## src/rtl/sup_pkg.sv

```systemverilog
package sup_pkg;
  typedef struct packed {
    logic vcc_ok;
    logic sd_clr;
    logic uv_clr;
    logic ot_hot;
  } sup_flags_t;
endpackage

```

## src/rtl/hyst_cmp.sv

```systemverilog
module hyst_cmp #(
  parameter int W      = 10,
  parameter int SET_TH = 550,
  parameter int CLR_TH = 519
) (
  input  logic         clk_i,
  input  logic         rst_ni,
  input  logic [W-1:0] code_i,
  output logic         flag_o
);
  logic flag_q;

  always_ff @(posedge clk_i or negedge rst_ni) begin
    if (!rst_ni)      flag_q <= 1'b0;
    else if (flag_q)  flag_q <= !(code_i < W'(CLR_TH));
    else              flag_q <= (code_i > W'(SET_TH));
  end

  assign flag_o = flag_q;

  assert_set_above_R1: assert property (@(posedge clk_i) disable iff (!rst_ni)
    $rose(flag_o) |-> ($past(code_i) > W'(SET_TH)));
  assert_clr_below_R1: assert property (@(posedge clk_i) disable iff (!rst_ni)
    $fell(flag_o) |-> ($past(code_i) < W'(CLR_TH)));
  assert_band_hold_R1: assert property (@(posedge clk_i) disable iff (!rst_ni)
    (code_i >= W'(CLR_TH) && code_i <= W'(SET_TH)) |=> $stable(flag_o));
endmodule

```

## src/rtl/ss_ramp.sv

```systemverilog
module ss_ramp #(
  parameter int RW       = 8,
  parameter int STEP_CYC = 4,
  parameter int SS_MAX   = 200
) (
  input  logic          clk_i,
  input  logic          rst_ni,
  input  logic          hold_i,
  output logic [RW-1:0] ramp_o
);
  localparam int DCW = (STEP_CYC > 1) ? $clog2(STEP_CYC) : 1;

  logic [RW-1:0]  ramp_q;
  logic [DCW-1:0] div_q;
  logic           tick;

  assign tick = (div_q == DCW'(STEP_CYC - 1));

  always_ff @(posedge clk_i or negedge rst_ni) begin
    if (!rst_ni) begin
      ramp_q <= '0;
      div_q  <= '0;
    end else if (hold_i) begin
      ramp_q <= '0;
      div_q  <= '0;
    end else if (ramp_q < RW'(SS_MAX)) begin
      if (tick) begin
        div_q  <= '0;
        ramp_q <= ramp_q + RW'(1);
      end else begin
        div_q  <= div_q + DCW'(1);
      end
    end else begin
      div_q <= '0;
    end
  end

  assign ramp_o = ramp_q;

  assert_hold_clears_R6: assert property (@(posedge clk_i) disable iff (!rst_ni)
    hold_i |=> (ramp_o == '0));
  assert_clamp_R7: assert property (@(posedge clk_i) disable iff (!rst_ni)
    ramp_o <= RW'(SS_MAX));
  assert_unit_step_R7: assert property (@(posedge clk_i) disable iff (!rst_ni)
    !hold_i |=> (ramp_o == $past(ramp_o) || ramp_o == $past(ramp_o) + RW'(1)));
endmodule

```

## src/rtl/duty_ceiling.sv

```systemverilog
module duty_ceiling #(
  parameter int RW       = 8,
  parameter int CW       = 8,
  parameter int SS_START = 30,
  parameter int SS_MAX   = 200,
  parameter int DUTY_MIN = 8,
  parameter int DUTY_MAX = 236
) (
  input  logic          clk_i,
  input  logic          rst_ni,
  input  logic [RW-1:0] ramp_i,
  output logic [CW-1:0] duty_o
);
  localparam int SPAN_R = SS_MAX - SS_START;
  localparam int SPAN_D = DUTY_MAX - DUTY_MIN;
  localparam int PW     = RW + CW + 1;

  logic [PW-1:0] prod, quot;
  logic [CW-1:0] duty_d, duty_q;

  always_comb begin
    prod = PW'(ramp_i - RW'(SS_START)) * PW'(SPAN_D);
    quot = prod / PW'(SPAN_R);
    if (ramp_i < RW'(SS_START)) duty_d = CW'(DUTY_MIN);
    else                        duty_d = CW'(DUTY_MIN) + CW'(quot);
  end

  always_ff @(posedge clk_i or negedge rst_ni) begin
    if (!rst_ni) duty_q <= CW'(DUTY_MIN);
    else         duty_q <= duty_d;
  end

  assign duty_o = duty_q;

  assert_duty_range_R9: assert property (@(posedge clk_i) disable iff (!rst_ni)
    (duty_o >= CW'(DUTY_MIN)) && (duty_o <= CW'(DUTY_MAX)));
  assert_duty_top_R9: assert property (@(posedge clk_i) disable iff (!rst_ni)
    (ramp_i == RW'(SS_MAX)) |=> (duty_o == CW'(DUTY_MAX)));
endmodule

```

## src/rtl/startup_supervisor.sv

```systemverilog
module startup_supervisor
  import sup_pkg::*;
#(
  parameter int VW       = 10,
  parameter int GW       = 10,
  parameter int TW       = 8,
  parameter int RW       = 8,
  parameter int CW       = 8,
  parameter int STEP_CYC = 4,
  parameter int VCC_ON   = 550,
  parameter int VCC_OFF  = 519,
  parameter int SD_ON    = 188,
  parameter int SD_OFF   = 138,
  parameter int UV_ON    = 825,
  parameter int UV_OFF   = 750,
  parameter int OT_TRIP  = 135,
  parameter int OT_REL   = 113,
  parameter int SS_START = 30,
  parameter int SS_MAX   = 200,
  parameter int DUTY_MIN = 8,
  parameter int DUTY_MAX = 236
) (
  input  logic          clk_i,
  input  logic          rst_ni,
  input  logic [VW-1:0] vcc_code_i,
  input  logic [GW-1:0] det_code_i,
  input  logic [TW-1:0] temp_code_i,
  output logic          run_en_o,
  output logic [CW-1:0] duty_max_o,
  output logic [RW-1:0] ss_code_o,
  output logic          shutdown_o
);
  sup_flags_t    flags;
  logic [RW-1:0] ramp;
  logic          hold, run_q;

  hyst_cmp #(.W(VW), .SET_TH(VCC_ON), .CLR_TH(VCC_OFF)) u_vcc (
    .clk_i, .rst_ni, .code_i(vcc_code_i), .flag_o(flags.vcc_ok));
  hyst_cmp #(.W(GW), .SET_TH(SD_ON), .CLR_TH(SD_OFF)) u_sd (
    .clk_i, .rst_ni, .code_i(det_code_i), .flag_o(flags.sd_clr));
  hyst_cmp #(.W(GW), .SET_TH(UV_ON), .CLR_TH(UV_OFF)) u_uv (
    .clk_i, .rst_ni, .code_i(det_code_i), .flag_o(flags.uv_clr));
  hyst_cmp #(.W(TW), .SET_TH(OT_TRIP), .CLR_TH(OT_REL)) u_ot (
    .clk_i, .rst_ni, .code_i(temp_code_i), .flag_o(flags.ot_hot));

  // only lockout and shutdown restart soft-start
  assign hold = !flags.vcc_ok || !flags.sd_clr;

  ss_ramp #(.RW(RW), .STEP_CYC(STEP_CYC), .SS_MAX(SS_MAX)) u_ramp (
    .clk_i, .rst_ni, .hold_i(hold), .ramp_o(ramp));

  duty_ceiling #(.RW(RW), .CW(CW), .SS_START(SS_START), .SS_MAX(SS_MAX),
                 .DUTY_MIN(DUTY_MIN), .DUTY_MAX(DUTY_MAX)) u_duty (
    .clk_i, .rst_ni, .ramp_i(ramp), .duty_o(duty_max_o));

  always_ff @(posedge clk_i or negedge rst_ni) begin
    if (!rst_ni) run_q <= 1'b0;
    else         run_q <= flags.vcc_ok && flags.sd_clr && flags.uv_clr &&
                          !flags.ot_hot && (ramp >= RW'(SS_START));
  end

  assign run_en_o   = run_q;
  assign ss_code_o  = ramp;
  assign shutdown_o = !flags.sd_clr;

  assert_run_after_start_R8: assert property (@(posedge clk_i) disable iff (!rst_ni)
    $rose(run_en_o) |-> ($past(ss_code_o) >= RW'(SS_START)));
  assert_sd_blocks_run_R3: assert property (@(posedge clk_i) disable iff (!rst_ni)
    shutdown_o |=> !run_en_o);
  assert_sd_restarts_R6: assert property (@(posedge clk_i) disable iff (!rst_ni)
    shutdown_o |=> (ss_code_o == '0));
  assert_hot_blocks_run_R5: assert property (@(posedge clk_i) disable iff (!rst_ni)
    flags.ot_hot |=> !run_en_o);
  assert_uv_keeps_ramp_R4: assert property (@(posedge clk_i) disable iff (!rst_ni)
    (!flags.uv_clr && !hold && ramp == RW'(SS_MAX)) |=> (ss_code_o == RW'(SS_MAX)));
endmodule

```

## config.mk

```make
export PLATFORM = sky130hd
export DESIGN_NAME = startup_supervisor
export DESIGN_NICKNAME = d
export VERILOG_FILES = /design/src/rtl/sup_pkg.sv /design/src/rtl/hyst_cmp.sv /design/src/rtl/ss_ramp.sv /design/src/rtl/duty_ceiling.sv /design/src/rtl/startup_supervisor.sv
export SDC_FILE = /design/constraint.sdc
export NUM_CORES = 1
export LEC_CHECK = 0
export ABC_AREA = 1
export BUFFER_PORTS_ARGS = -buffer_cell sky130_fd_sc_hd__buf_4
export CAP_MARGIN = 20
export CORE_ASPECT_RATIO = 0.8
export CORE_MARGIN = 3
export CORE_UTILIZATION = 62
export CTS_CLUSTER_DIAMETER = 40
export DETAILED_ROUTE_END_ITERATION = 8
export GPL_TIMING_DRIVEN = 0
export PLACE_DENSITY = 0.88
export SYNTH_ARGS = -nofsm -noshare
export SYNTH_HDL_FRONTEND = slang
export SYNTH_HIERARCHICAL = 1
export SYNTH_SLANG_ARGS = --single-unit
```

## constraint.sdc

```tcl
create_clock -name clk_i -period 12.2 [get_ports clk_i]
set_input_delay 2.44 -clock clk_i [delete_from_list [all_inputs] [get_ports clk_i]]
set_output_delay 2.44 -clock clk_i [all_outputs]
set_load 0.05 [all_outputs]
```

==> results of run 1 <==
flip-flops by register name, summed over array words and instances, names as in the netlist:
name           cells
u_uv/flag_o        1
u_vcc/flag_o       1
u_ot/flag_o        1
u_ramp/ramp_o      8
u_sd/flag_o        1
u_duty/duty_o      8
run_en_o           1
u_ramp/div_q       2
worst paths after layout:
path                                               to  depth (start not counted)  slack [ns]
setup / recovery           u_duty/duty_o[0]$_DFF_PN0_                         80        1.32
hold reg to reg             u_ramp/div_q[0]$_DFF_PN0_                          1        0.45
max in group asynchronous  u_duty/duty_o[3]$_DFF_PN1_                          1        9.86
setup reg to reg           u_duty/duty_o[0]$_DFF_PN0_                         80        1.32
min in group asynchronous   u_ramp/div_q[0]$_DFF_PN0_                          1        2.06
hold / removal              u_ramp/div_q[0]$_DFF_PN0_                          1        0.45
critical path: cells and delay by family (launching register included):
kind / cells / cell delay (ns)
buffers and inverters: 15 / 1.68
XOR/XNOR: 3 / 0.55
adder cells (fa/ha/maj): 5 / 1.47
AND/OR/NAND/NOR: 54 / 6.03
flip-flops: 1 / 0.59
AO/OA/AOI/OAI: 3 / 0.40
cell families after synthesis:
kind of cell | after synthesis | share of synthesized area
compound gates | 54 | 0.0633
xor+xnor | 45 | 0.0744
fa+ha+maj | 42 | 0.106
buf+inv | 143 | 0.109
flops | 23 | 0.109
simple gates | 594 | 0.538
per-stage QoR:
stage                     setup slack, ns  cell area, um^2  cells   util  hold WS [ns]
after global placement               1.53             5780   1056  0.712         0.430
final                                1.32             5830   1060  0.717         0.450
after detailed placement             1.36             5780   1056  0.712         0.429
after CTS                            1.31             5830   1060  0.717         0.447
after global routing                0.224             5830   1060  0.717         0.486
after floorplan                      2.75             5300    901      -         0.413
cells in the mapped netlist, types with 5 or more instances:
| library cell | number |
|---|---|
| nand3_1 | 105 |
| a21o_1 | 5 |
| nand4_1 | 16 |
| dfrtp_1 | 22 |
| fa_1 | 5 |
| nand2_1 | 303 |
| o21ai_0 | 11 |
| nand2_2 | 46 |
| o21ai_1 | 6 |
| nand3_2 | 6 |
| nand2_4 | 16 |
| xnor2_1 | 11 |
| a21oi_1 | 15 |
| inv_2 | 36 |
| xor2_1 | 34 |
| inv_1 | 100 |
| nor2_1 | 69 |
| nor2_2 | 9 |
| nor2_4 | 5 |
| ha_1 | 37 |
metal layers:
| metal | GRT usage | up-vias |
|---|---|---|
| met1 | 0.326 | 2373 |
| met3 | 0.0233 | 8 |
| met5 | 0 | - |
| li1 | - | 2949 |
| met2 | 0.389 | 97 |
| met4 | 0.0317 | 0 |
layout make-up:
type,instances,area [um^2]
Multi-Input combinational cell,735,4140
Sequential cell,23,577
Fill cell,716,2300
Tap cell,108,135
Inverter,138,519
Buffer,5,56.3
Clock inverter,1,5.00
Clock buffer,3,41.3
Timing Repair Buffer,47,353
==> impl_metrics.yaml, run 1 <==
status:
  status: "finished clean"
critical_path:
  critical_path.startpoint: "u_ramp/ramp_o[1]$_DFFE_PN0P_"
  crit_type: "flip-flop to flip-flop"
  arrival_ns: 11.01
  start_kind: "flip-flop"
  crit_slowest_cell: "dfrtp_1"
  r2r_start: "u_ramp/ramp_o[1]$_DFFE_PN0P_"
  cpPeakStageDelay_ns: 0.59
  worstPathMaxFanout: 15
  crit_required_ns: 12.33
  end_kind: "flip-flop"
  crit_path_frequent_cell: "nand2_1"
cts:
  cts_buffers: 3
  cts_tree: "yes"
  htree_num_levels: 1
  ctsResizeCount: 0
  clk_pin_slew_ns: 0.08
  clk_latency_ns: 0.27
  clockBufferDepth: 2
  cts-root-buf: "clkbuf_8"
  clock-sinks: 23
  cts_setup_buffers: 0
  cts_hold_buffers: 0
synthesis:
  syn-num-nets: 973
  yosysWarnings: 6
  synth_area_leaders: "nand2_1, dfrtp_1, nand3_1"
  synth.distinct_cells: 43
  synth_area_per_cell_um2: 5.88
  synth_cells: 901
  synth-seq-cells: 23
  synth_top_cell_by_area: "nand2_1"
  ys.flop_type: "dfrtp_1"
  yosys.area.top_type_share: 0.215
  yosysSeqAreaShare: 0.109
  synth_area_mm2: 0.00530
  synth-async-reset-ratio: 1.00
  synth_edf_count: 0
floorplanning:
  placementRows: 29
  dieHeight_um: 88.7
  pin_count: 48
  dieArea_mm2: 0.00969
  core_area_mm2: 0.00813
  die_x_um: 109
  start_util: 0.651
place:
  gp_congestion: 0.880
  port_buffers: 47
  dp_hpwl_um: 9260
finish:
  antenna_cells: 0
  layout-drive-gt1-share: 0.193
  layout_common_cells: "nand2_1, nand3_1, inv_1"
  area_growth_pct: 10.1
  num-nets-final: 1025
  final_common_cell: "nand2_1"
global_routing:
  antenna_found_initial: 0
  grt_pass1_wl_um: 19300
  grt_usage: 0.230
  grt_overflow_total: 0
  grt_pass1_vias: 4638
  grt_max_degree: 24
sta:
  slew_headroom: 0.534
  hold_viol_final: 0
  maxSlewViolCount: 0
  max_freq_mhz: 91.9
  period_needed_ns: 10.88
  finalSetupTns_ns: 0
  finClkSkew_ns: 0.00150
  worstMarginPinSlew_ns: 0.697
  period_share: 0.892
  rsz0062_at_grt: "false"
  setup-violations-final: 0
detailed_routing:
  wire_per_inst_um: 10.4
  dr_wl_met2_um: 4900
  via_per_inst: 5.12
  vias: 5427
  top_layer: "met4"
  first_pass_iters: 5
  drc: 0
  ant_nets: 0
  wl_met1_um: 5580
  wirelength_um: 11100
  first_iter_violations: 327
  wl_met3_um: 510
hold_path:
  worstHoldPathType: "flip-flop to flip-flop"
  hold_start: "u_ramp/div_q[0]$_DFF_PN0_"
run:
  maxCapViolations: 0
Power of run 1 is not shown: default switching activity piles up to over one toggle a cycle in this logic, so the estimate is an artifact.
==> run 2: changes to the inputs <==
Settings changed: CORE_MARGIN 3 to default.
==> run 2 against run 1 <==
Maximum frequency about the same; worst setup slack got worse by 0.0048 ns; register-to-register slack about the same; non-clock buffer count unchanged; sequential share of layout area unchanged; via count decreased by 0.77%; worst hold slack improved by 0.0015 ns.
==> impl_metrics.yaml, run 2 (same netlist as run 1, synthesis figures left out) <==
detailed_routing:
  ant_nets: 0
  via_per_inst: 5.08
  drc: 0
  vias: 5385
  wirelength_um: 11000
  first_pass_iters: 4
  first_iter_violations: 215
  wire_per_inst_um: 10.3
status:
  status: "finished clean"
finish:
  layout_common_cells: "nand2_1, nand3_1, inv_1"
  area_growth_pct: 10.1
  num-nets-final: 1025
  final_common_cell: "nand2_1"
  multi_input_area_mm2: 0.00414
  top_regs: "u_duty/duty_o x8, u_ramp/ramp_o x8, u_ramp/div_q x2"
  antenna_cells: 0
  layout-drive-gt1-share: 0.193
  seq_area_um2: 577
  layout.cells.non_filler: 1060
  fillCellCount: 739
floorplanning:
  placementRows: 29
  die_x_um: 105
  start_util: 0.654
  dieArea_mm2: 0.00892
  pin_count: 48
  core_area_mm2: 0.00809
  dieHeight_um: 84.7
cts:
  cts-root-buf: "clkbuf_8"
  cts_hold_buffers: 0
  cts_buffers: 3
  ctsResizeCount: 0
  clockBufferDepth: 2
  htree_num_levels: 1
  clk_latency_ns: 0.26
  clock-sinks: 23
  cts_setup_buffers: 0
  clk_pin_slew_ns: 0.08
  cts_tree: "yes"
place:
  port_buffers: 47
  dp_hpwl_um: 9250
  dpl.cell_count: 1056
  gp_congestion: 0.875
global_routing:
  grt_max_degree: 24
  antenna_found_initial: 0
  grt_pass1_wl_um: 19800
  grt_usage: 0.257
  grt_pass1_vias: 4773
  grt_overflow_total: 0
hold_path:
  hold_start: "u_ramp/div_q[0]$_DFF_PN0_"
  whs_path_depth: 1
  hold_end: "u_ramp/div_q[0]$_DFF_PN0_"
  worstHoldPathType: "flip-flop to flip-flop"
sta:
  hold_viol_final: 0
  period_needed_ns: 10.88
  period_share: 0.892
  setup-violations-final: 0
  worstMarginPinSlew_ns: 0.710
  max_freq_mhz: 91.9
  maxSlewViolCount: 0
  finClkSkew_ns: 0.00130
  rsz0062_at_grt: "false"
  finalSetupTns_ns: 0
  slew_headroom: 0.525
critical_path:
  r2r_end: "u_duty/duty_o[0]$_DFF_PN0_"
  cp_top_family: "simple AND/OR/NAND/NOR gates"
  worstPathMaxFanout: 15
  start_kind: "flip-flop"
  rrSetupSlack_ns: 1.32
  crit_type: "flip-flop to flip-flop"
  end_kind: "flip-flop"
  r2r_start: "u_ramp/ramp_o[1]$_DFFE_PN0P_"
  crit_slowest_cell: "dfrtp_1"
  crit_required_ns: 12.32
  arrival_ns: 11.00
  cpPeakStageDelay_ns: 0.59
  r2r_cells: 82
  worst-path-buf-inv: 15
run:
  maxCapViolations: 0
[run 2: layer usage]
layer / part of all wire / up-vias / global-route usage
met1: 0.51 / 2358 / 0.352
met4: 0.0052 / 0 / 0.0269
met5: 0 / - / 0
met3: 0.036 / 6 / 0.0225
met2: 0.45 / 82 / 0.454
li1: - / 2939 / -
[run 2: cell type report]
cell class	count	share of cell area
inverters	138	0.0891
clock inverters	1	0.000859
repair buffers	47	0.0605
multi-input cells	735	0.711
clock buffers	3	0.00708
flip-flops and latches	23	0.0989
well taps	108	0.0232
plain buffers	5	0.00966
[run 2: worst max path at each step]
stage | cells after the start | startpoint | slack (ns) | end
2_1_floorplan | 78 | u_ramp/ramp_o[1]$_DFFE_PN0P_ | 2.75 | u_duty/duty_o[0]$_DFF_PN0_
3_3_place_gp | 78 | u_ramp/ramp_o[1]$_DFFE_PN0P_ | 1.58 | u_duty/duty_o[0]$_DFF_PN0_
3_5_place_dp | 82 | u_ramp/ramp_o[1]$_DFFE_PN0P_ | 1.35 | u_duty/duty_o[0]$_DFF_PN0_
4_1_cts | 80 | u_ramp/ramp_o[1]$_DFFE_PN0P_ | 1.32 | u_duty/duty_o[0]$_DFF_PN0_
5_1_grt | 82 | u_ramp/ramp_o[1]$_DFFE_PN0P_ | 0.19 | u_duty/duty_o[0]$_DFF_PN0_
6_report | 82 | u_ramp/ramp_o[1]$_DFFE_PN0P_ | 1.32 | u_duty/duty_o[0]$_DFF_PN0_
[run 2: stage by stage]
step | area [um^2] | worst slack, ns | util | hold WS [ns]
finish | 5830 | 1.32 | 0.720 | 0.452
global route | 5830 | 0.194 | 0.720 | 0.468
CTS | 5830 | 1.32 | 0.720 | 0.451
detailed placement | 5780 | 1.35 | 0.715 | 0.437
global placement | 5780 | 1.58 | 0.715 | 0.430
floorplan | 5300 | 2.75 | - | 0.413
Power of run 2 is left out for the same reason.
==> run 3: changes to the inputs <==
Settings changed: BUFFER_PORTS_ARGS -buffer_cell sky130_fd_sc_hd__buf_4 to -buffer_cell sky130_fd_sc_hd__buf_2.
==> run 3 against run 2 <==
Non-clock buffer count unchanged; critical path depth fell by 2; maximum frequency is 0.35% lower; first-iteration DRC count is 24% higher; cell area fell by 2.0%; die area unchanged; worst setup slack got worse by 0.038 ns; sequential share of layout area rose by 0.20 points; via count down 0.52%; critical path type unchanged; highest routed layer unchanged.
==> impl_metrics.yaml, run 3 (same netlist as run 1, synthesis figures left out) <==
status:
  status: "finished clean"
sta:
  hold_ws_ns: 0.461
  maxSlewViolCount: 0
  period_needed_ns: 10.92
  rsz0062_at_grt: "false"
  layout_setup_ws_ns: 1.28
  period_share: 0.895
  finClkSkew_ns: 0.00547
  setup-violations-final: 0
  worstMarginPinSlew_ns: 0.723
  hold_viol_final: 0
  max_freq_mhz: 91.5
  finalSetupTns_ns: 0
  slew_headroom: 0.516
floorplanning:
  core_area_mm2: 0.00809
  dieArea_mm2: 0.00892
  placementRows: 29
  die_x_um: 105
  pin_count: 48
  start_util: 0.654
  dieHeight_um: 84.7
critical_path:
  crit_slowest_cell: "dfrtp_1"
  end_kind: "flip-flop"
  critical_path_depth: 80
  worst-path-buf-inv: 15
  r2r_cells: 80
  crit_path_frequent_cell: "nand2_1"
  arrival_ns: 11.04
  cpPeakStageDelay_ns: 0.58
  crit_type: "flip-flop to flip-flop"
  start_kind: "flip-flop"
  crit_required_ns: 12.32
  cp_top_family: "simple AND/OR/NAND/NOR gates"
  worstPathMaxFanout: 15
cts:
  htree_num_levels: 1
  clock-sinks: 23
  clk_pin_slew_ns: 0.08
  cts_buffers: 3
  clk_latency_ns: 0.26
  cts_hold_buffers: 0
  cts_tree: "yes"
  cts_setup_buffers: 0
  ctsResizeCount: 0
  clockBufferDepth: 2
  cts-root-buf: "clkbuf_8"
detailed_routing:
  first_iter_violations: 267
  via_per_inst: 5.05
  vias: 5357
  ant_nets: 0
  first_pass_iters: 5
  wirelength_um: 10500
  wire_per_inst_um: 9.90
  drc: 0
finish:
  layout-drive-gt1-share: 0.193
  antenna_cells: 0
  num-nets-final: 1025
  area_growth_pct: 7.87
  final_common_cell: "nand2_1"
  layout_common_cells: "nand2_1, nand3_1, inv_1"
  layout.cells.non_filler: 1060
  top_regs: "u_duty/duty_o x8, u_ramp/ramp_o x8, u_ramp/div_q x2"
global_routing:
  grt_max_degree: 24
  antenna_found_initial: 0
  grt_usage: 0.243
  grt_pass1_vias: 4644
  grt_overflow_total: 0
  grt_pass1_wl_um: 18900
place:
  dp_hpwl_um: 8860
  port_buffers: 47
  gp_congestion: 0.884
  dp_slack_ns: 1.36
  dpl.cell_count: 1056
run:
  maxCapViolations: 0
hold_path:
  worstHoldPathType: "flip-flop to flip-flop"
  whs_path_depth: 1
run 3: worst paths after layout:
check,from,endpoint,slack [ns]
worst max-delay path,u_ramp/ramp_o[1]$_DFFE_PN0P_,u_duty/duty_o[0]$_DFF_PN0_,1.28
worst min-delay path,u_ramp/div_q[0]$_DFF_PN0_,u_ramp/div_q[0]$_DFF_PN0_,0.46
worst max register to register,u_ramp/ramp_o[1]$_DFFE_PN0P_,u_duty/duty_o[0]$_DFF_PN0_,1.28
worst min register to register,u_ramp/div_q[0]$_DFF_PN0_,u_ramp/div_q[0]$_DFF_PN0_,0.46
max in group asynchronous,rst_ni,u_duty/duty_o[3]$_DFF_PN1_,9.70
min in group asynchronous,rst_ni,u_ramp/div_q[0]$_DFF_PN0_,2.14
run 3: stage by stage:
stage | area [um^2] | util
floorplan | 5300 | -
finish | 5710 | 0.706
detailed placement | 5670 | 0.700
CTS | 5710 | 0.706
global placement | 5670 | 0.700
global route | 5710 | 0.706
run 3: final cells by class:
type                       count  area [um^2]
multi-input combinational    735         4140
clock inverter                 1         5.00
buffer                         5         56.3
fill                         728         2380
tap                          108          135
sequential                    23          577
clock buffer                   3         41.3
timing repair buffer          47          235
inverter                     138          519
run 3: metal layers:
layer / vias to the layer above / routed length (um) / GRT usage
met2: 83 / 4590 / 0.425
li1: 2944 / - / -
met4: 0 / 76 / 0.0282
met1: 2324 / 5510 / 0.339
met5: - / 0 / 0
met3: 6 / 321 / 0.0148
run 3: worst reg2reg max path, delay by kind of cell, from the launching register on:
| family | cells | cell delay (ns) |
|---|---|---|
| compound gates | 3 | 0.38 |
| xor+xnor | 3 | 0.57 |
| fa+ha+maj | 5 | 1.47 |
| flops | 1 | 0.58 |
| buf+inv | 15 | 1.72 |
| simple gates | 54 | 6.08 |
Power of run 3 is left out for the same reason.
